**src/rtl/adc_seq_pkg.sv**
```systemverilog
package adc_seq_pkg;
  typedef enum logic [1:0] {
    ST_IDLE  = 2'd0,
    ST_SETUP = 2'd1,
    ST_HOLD  = 2'd2,
    ST_WAIT  = 2'd3
  } seq_state_e;
endpackage

```
**src/rtl/adc_busy_sync.sv**
```systemverilog
module adc_busy_sync #(
  parameter int STAGES = 2
) (
  input  logic clk,
  input  logic rst_n,
  input  logic d_i,
  output logic rise_o
);
  logic [STAGES-1:0] sh_q;
  logic [STAGES-1:0] sh_d;
  logic              last_q;

  // shift chain built stage by stage
  assign sh_d[0] = d_i;
  for (genvar g = 1; g < STAGES; g++) begin : g_chain
    assign sh_d[g] = sh_q[g-1];
  end

  // idle level is high, so reset to high to avoid a false edge
  always_ff @(posedge clk or negedge rst_n) begin
    if (!rst_n) begin
      sh_q   <= '1;
      last_q <= 1'b1;
    end else begin
      sh_q   <= sh_d;
      last_q <= sh_q[STAGES-1];
    end
  end

  assign rise_o = sh_q[STAGES-1] & ~last_q;

  assert_rise_one_cycle_R5: assert property (@(posedge clk) disable iff (!rst_n)
    rise_o |=> !rise_o);
endmodule

```
**src/rtl/adc_gap_timer.sv**
```systemverilog
module adc_gap_timer #(
  parameter int PERIOD_CYC = 400
) (
  input  logic clk,
  input  logic rst_n,
  input  logic load_i,
  output logic done_o
);
  localparam int CW = $clog2(PERIOD_CYC);

  logic [CW-1:0] cnt_q;
  logic [CW-1:0] cnt_d;
  logic          cnt_en;

  assign done_o = (cnt_q == '0);
  assign cnt_en = load_i | ~done_o;

  always_comb begin
    if (load_i) cnt_d = CW'(PERIOD_CYC - 1);
    else        cnt_d = cnt_q - 1'b1;
  end

  always_ff @(posedge clk or negedge rst_n) begin
    if (!rst_n)      cnt_q <= '0;
    else if (cnt_en) cnt_q <= cnt_d;
  end

  assert_gap_blocks_after_load_R4: assert property (@(posedge clk) disable iff (!rst_n)
    load_i |=> !done_o);
endmodule

```
**src/rtl/adc_seq_fsm.sv**
```systemverilog
module adc_seq_fsm
  import adc_seq_pkg::*;
#(
  parameter int DATA_W      = 16,
  parameter int SETUP_CYC   = 10,
  parameter int LOW_CYC     = 5,
  parameter int TIMEOUT_CYC = 600
) (
  input  logic              clk,
  input  logic              rst_n,
  input  logic              start_req_i,
  input  logic              run_en_i,
  input  logic              gap_done_i,
  input  logic              busy_rise_i,
  input  logic [DATA_W-1:0] data_i,
  output logic              accept_o,
  output logic              rc_o,
  output logic              cs_n_o,
  output logic [DATA_W-1:0] result_o,
  output logic              result_vld_o,
  output logic              overrun_o,
  output logic              timeout_o
);
  localparam int PH_MAX = (SETUP_CYC > LOW_CYC) ? SETUP_CYC : LOW_CYC;
  localparam int PW     = $clog2(PH_MAX + 1);
  localparam int TW     = $clog2(TIMEOUT_CYC + 1);

  seq_state_e        state_q, state_d;
  logic [PW-1:0]     ph_q, ph_d;
  logic [TW-1:0]     tmo_q, tmo_d;
  logic              rc_q, cs_n_q;
  logic              rc_d, cs_n_d;
  logic [DATA_W-1:0] result_q;
  logic              result_vld_q, overrun_q, timeout_q;
  logic              can_go, cap_en, tmo_hit, refuse;

  assign can_go   = (state_q == ST_IDLE) && gap_done_i;
  assign accept_o = (start_req_i | run_en_i) && can_go;
  assign refuse   = start_req_i && !can_go;
  assign tmo_hit  = (state_q == ST_WAIT) && !busy_rise_i && (tmo_q == TW'(TIMEOUT_CYC - 1));
  assign cap_en   = (state_q == ST_WAIT) && busy_rise_i;

  always_comb begin
    state_d = state_q;
    ph_d    = ph_q;
    tmo_d   = '0;
    unique case (state_q)
      ST_IDLE: begin
        if (accept_o) begin
          state_d = ST_SETUP;
          ph_d    = PW'(SETUP_CYC - 1);
        end
      end
      ST_SETUP: begin
        if (ph_q == '0) begin
          state_d = ST_HOLD;
          ph_d    = PW'(LOW_CYC - 1);
        end else begin
          ph_d = ph_q - 1'b1;
        end
      end
      ST_HOLD: begin
        tmo_d = tmo_q + 1'b1;
        if (ph_q == '0) state_d = ST_WAIT;
        else            ph_d    = ph_q - 1'b1;
      end
      ST_WAIT: begin
        tmo_d = tmo_q + 1'b1;
        if (cap_en || tmo_hit) state_d = ST_IDLE;
      end
      default: state_d = ST_IDLE;
    endcase
    rc_d   = !((state_d == ST_SETUP) || (state_d == ST_HOLD));
    cs_n_d = !((state_d == ST_HOLD) || (state_d == ST_WAIT));
  end

  always_ff @(posedge clk or negedge rst_n) begin
    if (!rst_n) begin
      state_q      <= ST_IDLE;
      ph_q         <= '0;
      tmo_q        <= '0;
      rc_q         <= 1'b1;
      cs_n_q       <= 1'b1;
      result_vld_q <= 1'b0;
      overrun_q    <= 1'b0;
      timeout_q    <= 1'b0;
    end else begin
      state_q      <= state_d;
      ph_q         <= ph_d;
      tmo_q        <= tmo_d;
      rc_q         <= rc_d;
      cs_n_q       <= cs_n_d;
      result_vld_q <= cap_en;
      if (refuse)  overrun_q <= 1'b1;
      if (tmo_hit) timeout_q <= 1'b1;
    end
  end

  always_ff @(posedge clk or negedge rst_n) begin
    if (!rst_n)      result_q <= '0;
    else if (cap_en) result_q <= data_i;
  end

  assign rc_o         = rc_q;
  assign cs_n_o       = cs_n_q;
  assign result_o     = result_q;
  assign result_vld_o = result_vld_q;
  assign overrun_o    = overrun_q;
  assign timeout_o    = timeout_q;

  assert_cs_needs_rc_low_R2: assert property (@(posedge clk) disable iff (!rst_n)
    $fell(cs_n_q) |-> (!rc_q && !$past(rc_q)));
  assert_rc_never_after_cs_R2: assert property (@(posedge clk) disable iff (!rst_n)
    $fell(rc_q) |-> cs_n_q);
  assert_static_in_wait_R3: assert property (@(posedge clk) disable iff (!rst_n)
    (state_q == ST_WAIT && $past(state_q) == ST_WAIT) |-> ($stable(rc_q) && $stable(cs_n_q)));
  assert_start_spacing_R4: assert property (@(posedge clk) disable iff (!rst_n)
    $fell(rc_q) |-> $past(gap_done_i));
  assert_vld_from_rise_R5: assert property (@(posedge clk) disable iff (!rst_n)
    result_vld_q |-> ($past(busy_rise_i) && cs_n_q));
  assert_overrun_sticky_R6: assert property (@(posedge clk) disable iff (!rst_n)
    $past(overrun_q) |-> overrun_q);
  assert_timeout_release_R7: assert property (@(posedge clk) disable iff (!rst_n)
    $rose(timeout_q) |-> (cs_n_q && !result_vld_q));
endmodule

```
**src/rtl/adc_conv_sequencer.sv**
```systemverilog
module adc_conv_sequencer #(
  parameter int DATA_W      = 16,
  parameter int SETUP_CYC   = 10,
  parameter int LOW_CYC     = 5,
  parameter int PERIOD_CYC  = 400,
  parameter int TIMEOUT_CYC = 600,
  parameter int SYNC_STAGES = 2
) (
  input  logic              clk,
  input  logic              rst_n,
  input  logic              start_req_i,
  input  logic              run_en_i,
  input  logic              adc_idle_i,
  input  logic [DATA_W-1:0] adc_data_i,
  output logic              adc_rc_o,
  output logic              adc_cs_n_o,
  output logic [DATA_W-1:0] result_o,
  output logic              result_vld_o,
  output logic              overrun_o,
  output logic              timeout_o
);
  logic busy_rise;
  logic gap_done;
  logic accept;

  adc_busy_sync #(.STAGES(SYNC_STAGES)) u_sync (
    .clk    (clk),
    .rst_n  (rst_n),
    .d_i    (adc_idle_i),
    .rise_o (busy_rise)
  );

  adc_gap_timer #(.PERIOD_CYC(PERIOD_CYC)) u_gap (
    .clk    (clk),
    .rst_n  (rst_n),
    .load_i (accept),
    .done_o (gap_done)
  );

  adc_seq_fsm #(
    .DATA_W      (DATA_W),
    .SETUP_CYC   (SETUP_CYC),
    .LOW_CYC     (LOW_CYC),
    .TIMEOUT_CYC (TIMEOUT_CYC)
  ) u_fsm (
    .clk          (clk),
    .rst_n        (rst_n),
    .start_req_i  (start_req_i),
    .run_en_i     (run_en_i),
    .gap_done_i   (gap_done),
    .busy_rise_i  (busy_rise),
    .data_i       (adc_data_i),
    .accept_o     (accept),
    .rc_o         (adc_rc_o),
    .cs_n_o       (adc_cs_n_o),
    .result_o     (result_o),
    .result_vld_o (result_vld_o),
    .overrun_o    (overrun_o),
    .timeout_o    (timeout_o)
  );
endmodule

```
**config.mk**
```make
export PLATFORM = sky130hd
export DESIGN_NAME = adc_conv_sequencer
export DESIGN_NICKNAME = d
export VERILOG_FILES = /design/src/rtl/adc_seq_pkg.sv /design/src/rtl/adc_busy_sync.sv /design/src/rtl/adc_gap_timer.sv /design/src/rtl/adc_seq_fsm.sv /design/src/rtl/adc_conv_sequencer.sv
export SDC_FILE = /design/constraint.sdc
export NUM_CORES = 1
export LEC_CHECK = 0
export ABC_CLOCK_PERIOD_IN_PS = 2450
export BUFFER_PORTS_ARGS = -buffer_cell sky130_fd_sc_hd__buf_2
export CORE_UTILIZATION = 45
export CTS_CLUSTER_DIAMETER = 80
export DETAILED_ROUTE_END_ITERATION = 6
export PLACE_DENSITY_LB_ADDON = 0.05
export SYNTH_ARGS = -nofsm -noshare
export SYNTH_HDL_FRONTEND = slang
export SYNTH_HIERARCHICAL = 1
export SYNTH_SLANG_ARGS = --single-unit
```
**constraint.sdc**
```tcl
create_clock -name clk -period 2.45 [get_ports clk]
set_clock_uncertainty 0.05 [all_clocks]
set_input_delay 0.245 -clock clk [delete_from_list [all_inputs] [get_ports clk]]
set_output_delay 0.245 -clock clk [all_outputs]
set_load 0.02 [all_outputs]
```
* After elaboration in Yosys (flattened, before gate mapping)
Cells that the tools add are included.
W data, S select, Z words.
** Word-level totals
- Logic and storage cells :: 59
- Bits in registers :: 49
- Input bits :: 21
** Operators by class
- Bitwise operators :: 5
- Reductions and logical operators :: 19
- Muxes and demuxes :: 11
- Equal/unequal tests :: 9
- Add/subtract/negate cells :: 3
** Operators by type and width (number)
- $mux W4 :: 3
- $pmux W4 S3 :: 1
- $add A10 B1 Y10 const B :: 1
- $eq A10 B10 Y1 const B :: 1
- $mux W10 :: 1
- $logic_not A9 Y1 :: 1
- $mux W9 :: 1
- $sub A9 B1 Y9 const B :: 1
- $eq A2 B2 Y1 const B :: 4
- $mux W2 :: 4
- $pmux W2 S4 :: 1
- $logic_and A1 B1 Y1 :: 6
- $eq A2 B1 Y1 const B :: 2
- $logic_not A1 Y1 :: 4
- $logic_not A4 Y1 :: 1
- $ne A2 B2 Y1 const B :: 2
- $sub A4 B1 Y4 const B :: 1
- $logic_or A1 B1 Y1 :: 3
- $reduce_and A3 Y1 :: 1
- $reduce_bool A3 Y1 :: 1
- $logic_not A2 Y1 :: 1
- $not A1 Y1 :: 2
- $or A1 B1 Y1 :: 2
- $reduce_or A2 Y1 :: 1
- $and A1 B1 Y1 :: 1

* Depth between registers and ports, before layout
Gate-level depths: netlist of the first run.
- Depth after elaboration :: 11
- Mapped depth :: 9
- Mapped depth without buffers :: 8

* Hierarchy
The synthesis of the first run kept the hierarchy.
** By module, submodules not included
- adc_seq_fsm :: times used 1, seq. area each 928.4 sq um, cells an instance 143, area an instance 1750.4 sq um
- adc_gap_timer :: times used 1, seq. area each 225.2 sq um, cells an instance 48, area an instance 488.0 sq um
- adc_busy_sync :: times used 1, seq. area each 78.8 sq um, cells an instance 4, area an instance 92.6 sq um

* Least setup slack after synthesis of the first run
Ideal clock, no wire load.
- Path kind :: register to register
- Start point :: register u_gap.cnt_q[5]
- End point :: register u_fsm.ph_q[1]
- Cell stages (with the launch flop) :: 8
- Buffers on the path :: 1
- Library setup time :: 0.078 ns
- Data arrival time :: 2.349 ns
- Period minus slack after synthesis :: 2.477 ns
- Setup slack :: -0.027 ns
- Cells stage by stage :: dfrtp_1 > or4_4 > buf_6 > nor4b_1 > o21ai_0 > a221oi_2 > and4bb_2 > o21bai_1
** Between the ends
- Cells in the longest elaborated chain, start to end :: 5
** Ends and longest elaborated chain
- start, declared :: line adc_gap_timer.sv:11 : logic [CW-1:0] cnt_q;
- start signal, assigned :: line adc_gap_timer.sv:25 : else if (cnt_en) cnt_q <= cnt_d;
- $logic_not A9 Y1 :: line adc_gap_timer.sv:15 : assign done_o = (cnt_q == '0);
- net gap_done :: line adc_conv_sequencer.sv:23 : logic gap_done;
- $logic_and A1 B1 Y1 :: line adc_seq_fsm.sv:37 : assign can_go = (state_q == ST_IDLE) && gap_done_i;
- $logic_and A1 B1 Y1 :: line adc_seq_fsm.sv:38 : assign accept_o = (start_req_i | run_en_i) && can_go;
- $ne A2 B2 Y1 (no line)
- $reduce_and A3 Y1 (no line)
- end signal, assigned :: line adc_seq_fsm.sv:89 : ph_q <= ph_d;
- end, declared :: line adc_seq_fsm.sv:29 : logic [PW-1:0] ph_q, ph_d;
The timed path passes the listed nets, and every way through them passes these cells.
A chain may end at the register's enable or synchronous reset.

* Final worst setup path of the first run
Ends and elaborated chain as after synthesis.

==> metrics.cfg, run 1 <==
[outcome]
outcome = finished with violations
violations = negative hold slack

[sta]
clock.fmax_ghz = 0.4431
finalHoldViolations = 18
fin_tns_setup_ns = 0
tightest_slew_ns = 0.7011
rsz0062_at_grt = no
drv_slew = 0
holdWs_ns = -0.03203
relSlewSlack = 0.5315
setup_slack_ns = 0.1933
setup_viol = 0
period_needed_ns = 2.257
fin_crit_sh = 0.9211

[worst_setup_path]
cp-start-kind = flip-flop
cp-endpoint = u_fsm/ph_q[1]
crit_type = flip-flop to flip-flop
r2r_start = u_gap/cnt_q[5]
cp-end-kind = flip-flop
path_max_fanout = 5
critPathArrivalTime_ns = 2.43
ff2ff_setup_slack_ns = 0.19
crit_start = u_gap/cnt_q[5]
cp.required_ns = 2.62
rr_endpoint = u_fsm/ph_q[1]
ff2ff_path_depth = 7

[power]
combPwrFrac = 0.055
p_int_w = 0.001115
clkPwrFrac = 0.356
seq_power_share = 0.588
peakVddDrop_mv = 0.3142
switchingPower_w = 0.0003020
p_total_w = 0.001417
p_per_area_nw_per_um2 = 514.9
switching_share = 0.2132
leakage_nw = 1.224

[min_path]
hp-class = primary input to async pin

[cts]
cts-htree-levels = 2
cts_tree = done
clk_latency_ns = 0.29
numCtsBuffers = 5
clkSlewWorstSetupHoldPaths_ns = 0.09
max-clock-path-buffers = 2
clockRootBuffer = clkbuf_8
clock-sinks = 49

[finish]
drive_gt1_frac = 0.3510
antennaDiodeCount = 0
stdcell_area_um2 = 2751
finalNetCount = 274
syn_to_final_growth_pct = 18.04

[synth]
synth_nets = 225
ys_ff_latch = 49
synth_cells = 195
synth-main-ff-cell = dfrtp_1
ys_types = 51
synth.top_cell.area_share = 0.4724
async_flop_share = 1.000
avgSynthCellArea_um2 = 11.95
synthesis.area_um2 = 2331
yosysMostFrequentCell = dfrtp_1
yosys.area.top_type = dfrtp_1
synthTopCellsByCount = dfrtp_1 (44), mux2_2 (16), nor2_1 (14), inv_1 (13)
ys_seq_area_frac = 0.5287
yosysWarnings = 6
synth_edf_count = 0
synth_area_leaders = dfrtp_1 (47%), mux2_2 (7.7%), dfstp_2 (5.6%)

[drt]
firstDrtPassIters = 4
vias = 1597
wl_per_cell_um = 13.11
wirelength_mm = 4.090
drc = 0
via_per_inst = 5.119
antenna_left = 0
drtIter0Drc = 64

[floorplan]
core-area_um2 = 4848
ios = 42
die-area_um2 = 5472
die_h_um = 73.97
die_w_um = 73.97
rows = 25
start_util = 0.4808

[place]
dpl.hpwl_mm = 2.952
post-place-ws_ns = -0.01676
gp_congestion = 0.8299
port_buffers = 41
placed_cell_area_um2 = 2616

[grt]
grt_usage = 0.1653
use_met2 = 0.2687
top_usage_layer = met2
grt_pass1_wl_mm = 6.900
met3_usage = 0.04201
grt_pass1_vias = 1574
met1_usage = 0.2127
antenna_found_initial = 0
grt_max_degree = 50
grt.overflow.total = 0

[flow_run]
drv_cap = 0

per-stage QoR:
stage / hold WS [ns] / cells / util
after CTS: 0.007711 / 312 / 0.5657
after global placement: 0.2965 / 301 / 0.5396
after floorplan: -0.1006 / 195 / -
final: -0.03203 / 312 / 0.5675
after global routing: 0.04090 / 312 / 0.5675
after detailed placement: 0.2991 / 301 / 0.5396
cells in the final DEF (no fill, tap or decap), types with 3 or more instances in the layout:
cell type,netlist,routed
xnor2_1,5,5
o21ai_0,9,9
xor2_1,5,5
nand2b_1,5,5
mux2i_1,4,4
a21oi_1,7,7
nor2_1,14,14
mux2_2,16,16
dfstp_2,5,5
nand3_1,3,3
buf_4,0,4
inv_1,13,13
ha_1,9,9
nand2_1,6,6
dfrtp_1,44,44
buf_2,2,41
nor4_1,3,3
clkbuf_8,0,7
how the worst min path moves through the flow:
stage / from / endpoint / slack, ns / depth (start not counted)
floorplan: rst_n / u_fsm/overrun_o / -0.10 / 0
global placement: u_sync/sh_q[0] / u_sync/sh_q[1] / 0.30 / 0
detailed placement: u_sync/sh_q[0] / u_sync/sh_q[1] / 0.30 / 0
CTS: rst_n / u_fsm/ph_q[0] / 0.008 / 2
global route: rst_n / u_fsm/ph_q[0] / 0.04 / 2
finish: rst_n / u_fsm/ph_q[3] / -0.03 / 2
worst max-delay path: stages (launching register included):
cell and delay [ns]:
dfrtp_1 0.42, or4_4 0.55, nor4b_4 0.27, o21ai_0 0.18
a221oi_2 0.24, buf_4 0.17, and4bb_2 0.21, o21bai_1 0.10
repair_timing:
action / in CTS / in global routing
buffers inserted: 2 / 0
pin swaps: 1 / 0
hold buffers: 1 / 0
endpoints found under the setup margin: 1 / 1
endpoints found under the hold margin: 1 / 0
gates resized for setup: 0 / 1
area by class of cell:
cell class | count | area [µm²]
clock inverter | 1 | 5.005
timing repair buffer | 46 | 245.2
multi-input combinational | 129 | 1040
clock buffer | 7 | 96.34
tap | 67 | 83.83
sequential | 49 | 1232
inverter | 13 | 48.80
fill | 423 | 2097
logic make-up (layout without fill, tap and decap cells):
group           Yosys count  after routing  synth area share
simple gates             56             56            0.1519
xor+xnor                 10             10           0.03757
mux                      20             20           0.09447
compound gates           34             34            0.1073
buf+inv                  17             67           0.03167
flops                    49             49            0.5287
fa+ha+maj                 9              9           0.04831
routing by layer:
layer  vias to the layer above  part of all wire
li1                        779                 -
met1                       777              0.47
met2                        33              0.47
met3                         8             0.041
met4                         0             0.017
met5                         -                 0
flip-flops by register name (all words and copies together) (netlist names):
| name | flops |
|---|---|
| u_fsm/cs_n_o | 1 |
| u_fsm/overrun_o | 1 |
| u_fsm/ph_q | 4 |
| u_fsm/rc_o | 1 |
| u_fsm/result_o | 16 |
| u_fsm/result_vld_o | 1 |
| u_fsm/state_q | 2 |
| u_fsm/timeout_o | 1 |
| u_fsm/tmo_q | 10 |
| u_gap/cnt_q | 9 |
| u_sync/last_q | 1 |
| u_sync/sh_q | 2 |
power by group through the flow:
stage | sequential (W) | combinational, W | clock (W)
after global placement | 0.000848 | 0.0000781 | 0
final | 0.000834 | 0.0000786 | 0.000504
after CTS | 0.000834 | 0.0000812 | 0.000533
after detailed placement | 0.000850 | 0.0000799 | 0
after global routing | 0.000836 | 0.0000872 | 0.000566
after floorplan | 0.000866 | 0.0000136 | 0
Note: power is estimated with default switching activity, not from simulation.
==> run 2: changes to the inputs <==
Settings changed: CELL_PAD_IN_SITES_DETAIL_PLACEMENT from default to 1, CELL_PAD_IN_SITES_GLOBAL_PLACEMENT from default to 2, CORE_UTILIZATION 45 to 33, PLACE_DENSITY_LB_ADDON 0.05 to 0.1.
==> run 2 against run 1 <==
The flow still finishes with violations (negative hold slack). Maximum frequency is 0.30% lower. Final area up 1.8%. Critical path depth unchanged. Setup slack lost 0.0067 ns. Sequential share of layout area is 0.78 points lower. Total power decreased by 0.84%. Register-to-register slack hardly changed. Worst hold slack about the same. Via count increased by 1.8%. First-iteration DRC count shrank 23%. Non-clock buffer count is 3 higher. Die area is 35% higher. Largest cell class unchanged.
==> metrics.cfg, run 2 (synthesis results as in run 1) <==
[min_path]
hp-class = primary input to async pin  ; unchanged

[drt]
drtIter0Drc = 49  ; was 64
wirelength_mm = 4.791  ; was 4.090 mm
drc = 0  ; unchanged
via_per_inst = 4.724  ; was 5.119
antenna_left = 0  ; unchanged
vias = 1625  ; was 1597
wl_per_cell_um = 13.93  ; was 13.11 µm
firstDrtPassIters = 4  ; unchanged

[finish]
seq_area_um2 = 1232  ; unchanged
final_cell_mix = dfrtp_1 (44), buf_2 (41), mux2_2 (16)  ; unchanged
drive_gt1_frac = 0.3589  ; was 0.3510
largest_register_ffs = 16  ; unchanged
final_common_cell = dfrtp_1  ; unchanged
syn_to_final_growth_pct = 20.13  ; was 18.04%
antennaDiodeCount = 0  ; unchanged
finalNetCount = 277  ; was 274
multi_input_comb_area_um2 = 1040  ; unchanged
fillers = 750  ; was 423

[sta]
setup_slack_ns = 0.1866  ; was 0.1933 ns
setup_viol = 0  ; unchanged
clock.fmax_ghz = 0.4418  ; was 0.4431 GHz
rsz0062_at_grt = no  ; unchanged
tightest_slew_ns = 0.6255  ; was 0.7011 ns
period_needed_ns = 2.263  ; was 2.257 ns
fin_tns_setup_ns = 0  ; unchanged
fin_crit_sh = 0.9238  ; was 0.9211
finalHoldViolations = 22  ; was 18
holdWs_ns = -0.03187  ; was -0.03203 ns
drv_slew = 0  ; unchanged
relSlewSlack = 0.5830  ; was 0.5315

[floorplan]
die_h_um = 86.05  ; was 73.97 µm
rows = 30  ; was 25
core-area_um2 = 6794  ; was 4848 µm²
ios = 42  ; unchanged
die-area_um2 = 7404  ; was 5472 µm²
start_util = 0.3431  ; was 0.4808
die_w_um = 86.05  ; was 73.97 µm

[cts]
cts_tree = done  ; unchanged
numCtsBuffers = 5  ; unchanged
clock-sinks = 49  ; unchanged
clockRootBuffer = clkbuf_8  ; unchanged
clk_latency_ns = 0.30  ; was 0.29 ns
clkSlewWorstSetupHoldPaths_ns = 0.10  ; was 0.09 ns
cts-htree-levels = 2  ; unchanged
max-clock-path-buffers = 2  ; unchanged

[worst_setup_path]
cp.required_ns = 2.59  ; was 2.62 ns
cp-start-kind = flip-flop  ; unchanged
rr_endpoint = u_fsm/ph_q[2]  ; was u_fsm/ph_q[1]
cp-end-kind = flip-flop  ; unchanged
ff2ff_setup_slack_ns = 0.19  ; about the same
ff2ff_path_depth = 7  ; unchanged
critPathArrivalTime_ns = 2.40  ; was 2.43 ns
crit_start = u_gap/cnt_q[7]  ; was u_gap/cnt_q[5]
r2r_start = u_gap/cnt_q[7]  ; was u_gap/cnt_q[5]
crit_type = flip-flop to flip-flop  ; unchanged
path_max_fanout = 6  ; was 5

[outcome]
outcome = finished with violations  ; unchanged
violations = negative hold slack  ; unchanged

[place]
post-place-ws_ns = 0.1315  ; was -0.01676 ns
port_buffers = 41  ; unchanged
gp_congestion = 0.6786  ; was 0.8299
dpl.hpwl_mm = 3.460  ; was 2.952 mm

[power]
peakVddDrop_mv = 0.2784  ; was 0.3142 mV
p_per_area_nw_per_um2 = 501.7  ; was 514.9 nW/µm²
leakage_nw = 1.231  ; was 1.224 nW

[flow_run]
drv_cap = 0  ; unchanged

[grt]
grt_usage = 0.1461  ; was 0.1653
grt_max_degree = 50  ; unchanged
grt_pass1_vias = 1771  ; was 1574
antenna_found_initial = 0  ; unchanged
grt.overflow.total = 0  ; unchanged
grt_pass1_wl_mm = 8.480  ; was 6.900 mm

-- run 2: cell types whose count changed in the layout (fill, tap and decap cells not counted), sizes merged --
cell,change
buf,+3
clkbuf,-2
clkinv,+2
-- run 2: critical path, cell delays in order, from the launching register on --
cell	delay, ns
dfrtp_1	0.40
or4_4	0.56
nor4b_4	0.26
o21ai_0	0.18
a221oi_2	0.26
buf_4	0.18
mux2i_1	0.17
o21ai_0	0.09
-- run 2: stage by stage --
| step | hold slack [ns] | power, W | util | instance area (µm²) | std cells |
|---|---|---|---|---|---|
| finish | -0.03187 | 0.001405 | 0.4122 | 2800 | 344 |
| global route | 0.03537 | 0.001470 | 0.4122 | 2800 | 344 |
| CTS | 0.003837 | 0.001439 | 0.4109 | 2791 | 344 |
| detailed placement | 0.2981 | 0.0009308 | 0.3959 | 2690 | 335 |
| global placement | 0.2954 | 0.0009290 | 0.3959 | 2690 | 335 |
| floorplan | -0.1006 | 0.0008800 | - | 2337 | 195 |
-- run 2: repair_timing --
action,in CTS,in global routing
hold buffers,1,0
setup buffers,0,0
setup endpoints to repair,0,2
endpoints found under the hold margin,1,0
gates resized for setup,0,1
-- run 2: layer usage --
layer  vias up  wire length (µm)  track usage
met3         6               151      0.02984
met1       805              2273       0.1912
met5         -                 0            0
li1        787                 -            -
met4         0                66      0.04545
met2        27              2300       0.2431
-- run 2: worst max-delay path by stage --
stage                    end  slack, ns  depth (start not counted)
2_1_floorplan  u_fsm/ph_q[1]       0.08                          7
4_1_cts        u_fsm/ph_q[2]       0.12                          7
3_3_place_gp   u_fsm/ph_q[2]       0.16                          7
6_report       u_fsm/ph_q[2]       0.19                          7
5_1_grt        u_fsm/ph_q[1]       0.06                          7
3_5_place_dp   u_fsm/ph_q[2]       0.13                          7
-- run 2: power breakdown --
part	internal (W)	switching, W
combinational	0.0000334	0.0000464
sequential	0.000826	0.00000725
clock	0.000203	0.000288
-- run 2: area by class of cell --
type / count / share of cell area
well taps: 96 / 0.04290
repair buffers: 49 / 0.09562
inverters: 13 / 0.01743
flip-flops and latches: 49 / 0.4401
clock inverters: 3 / 0.008043
clock buffers: 5 / 0.02458
multi-input cells: 129 / 0.3713
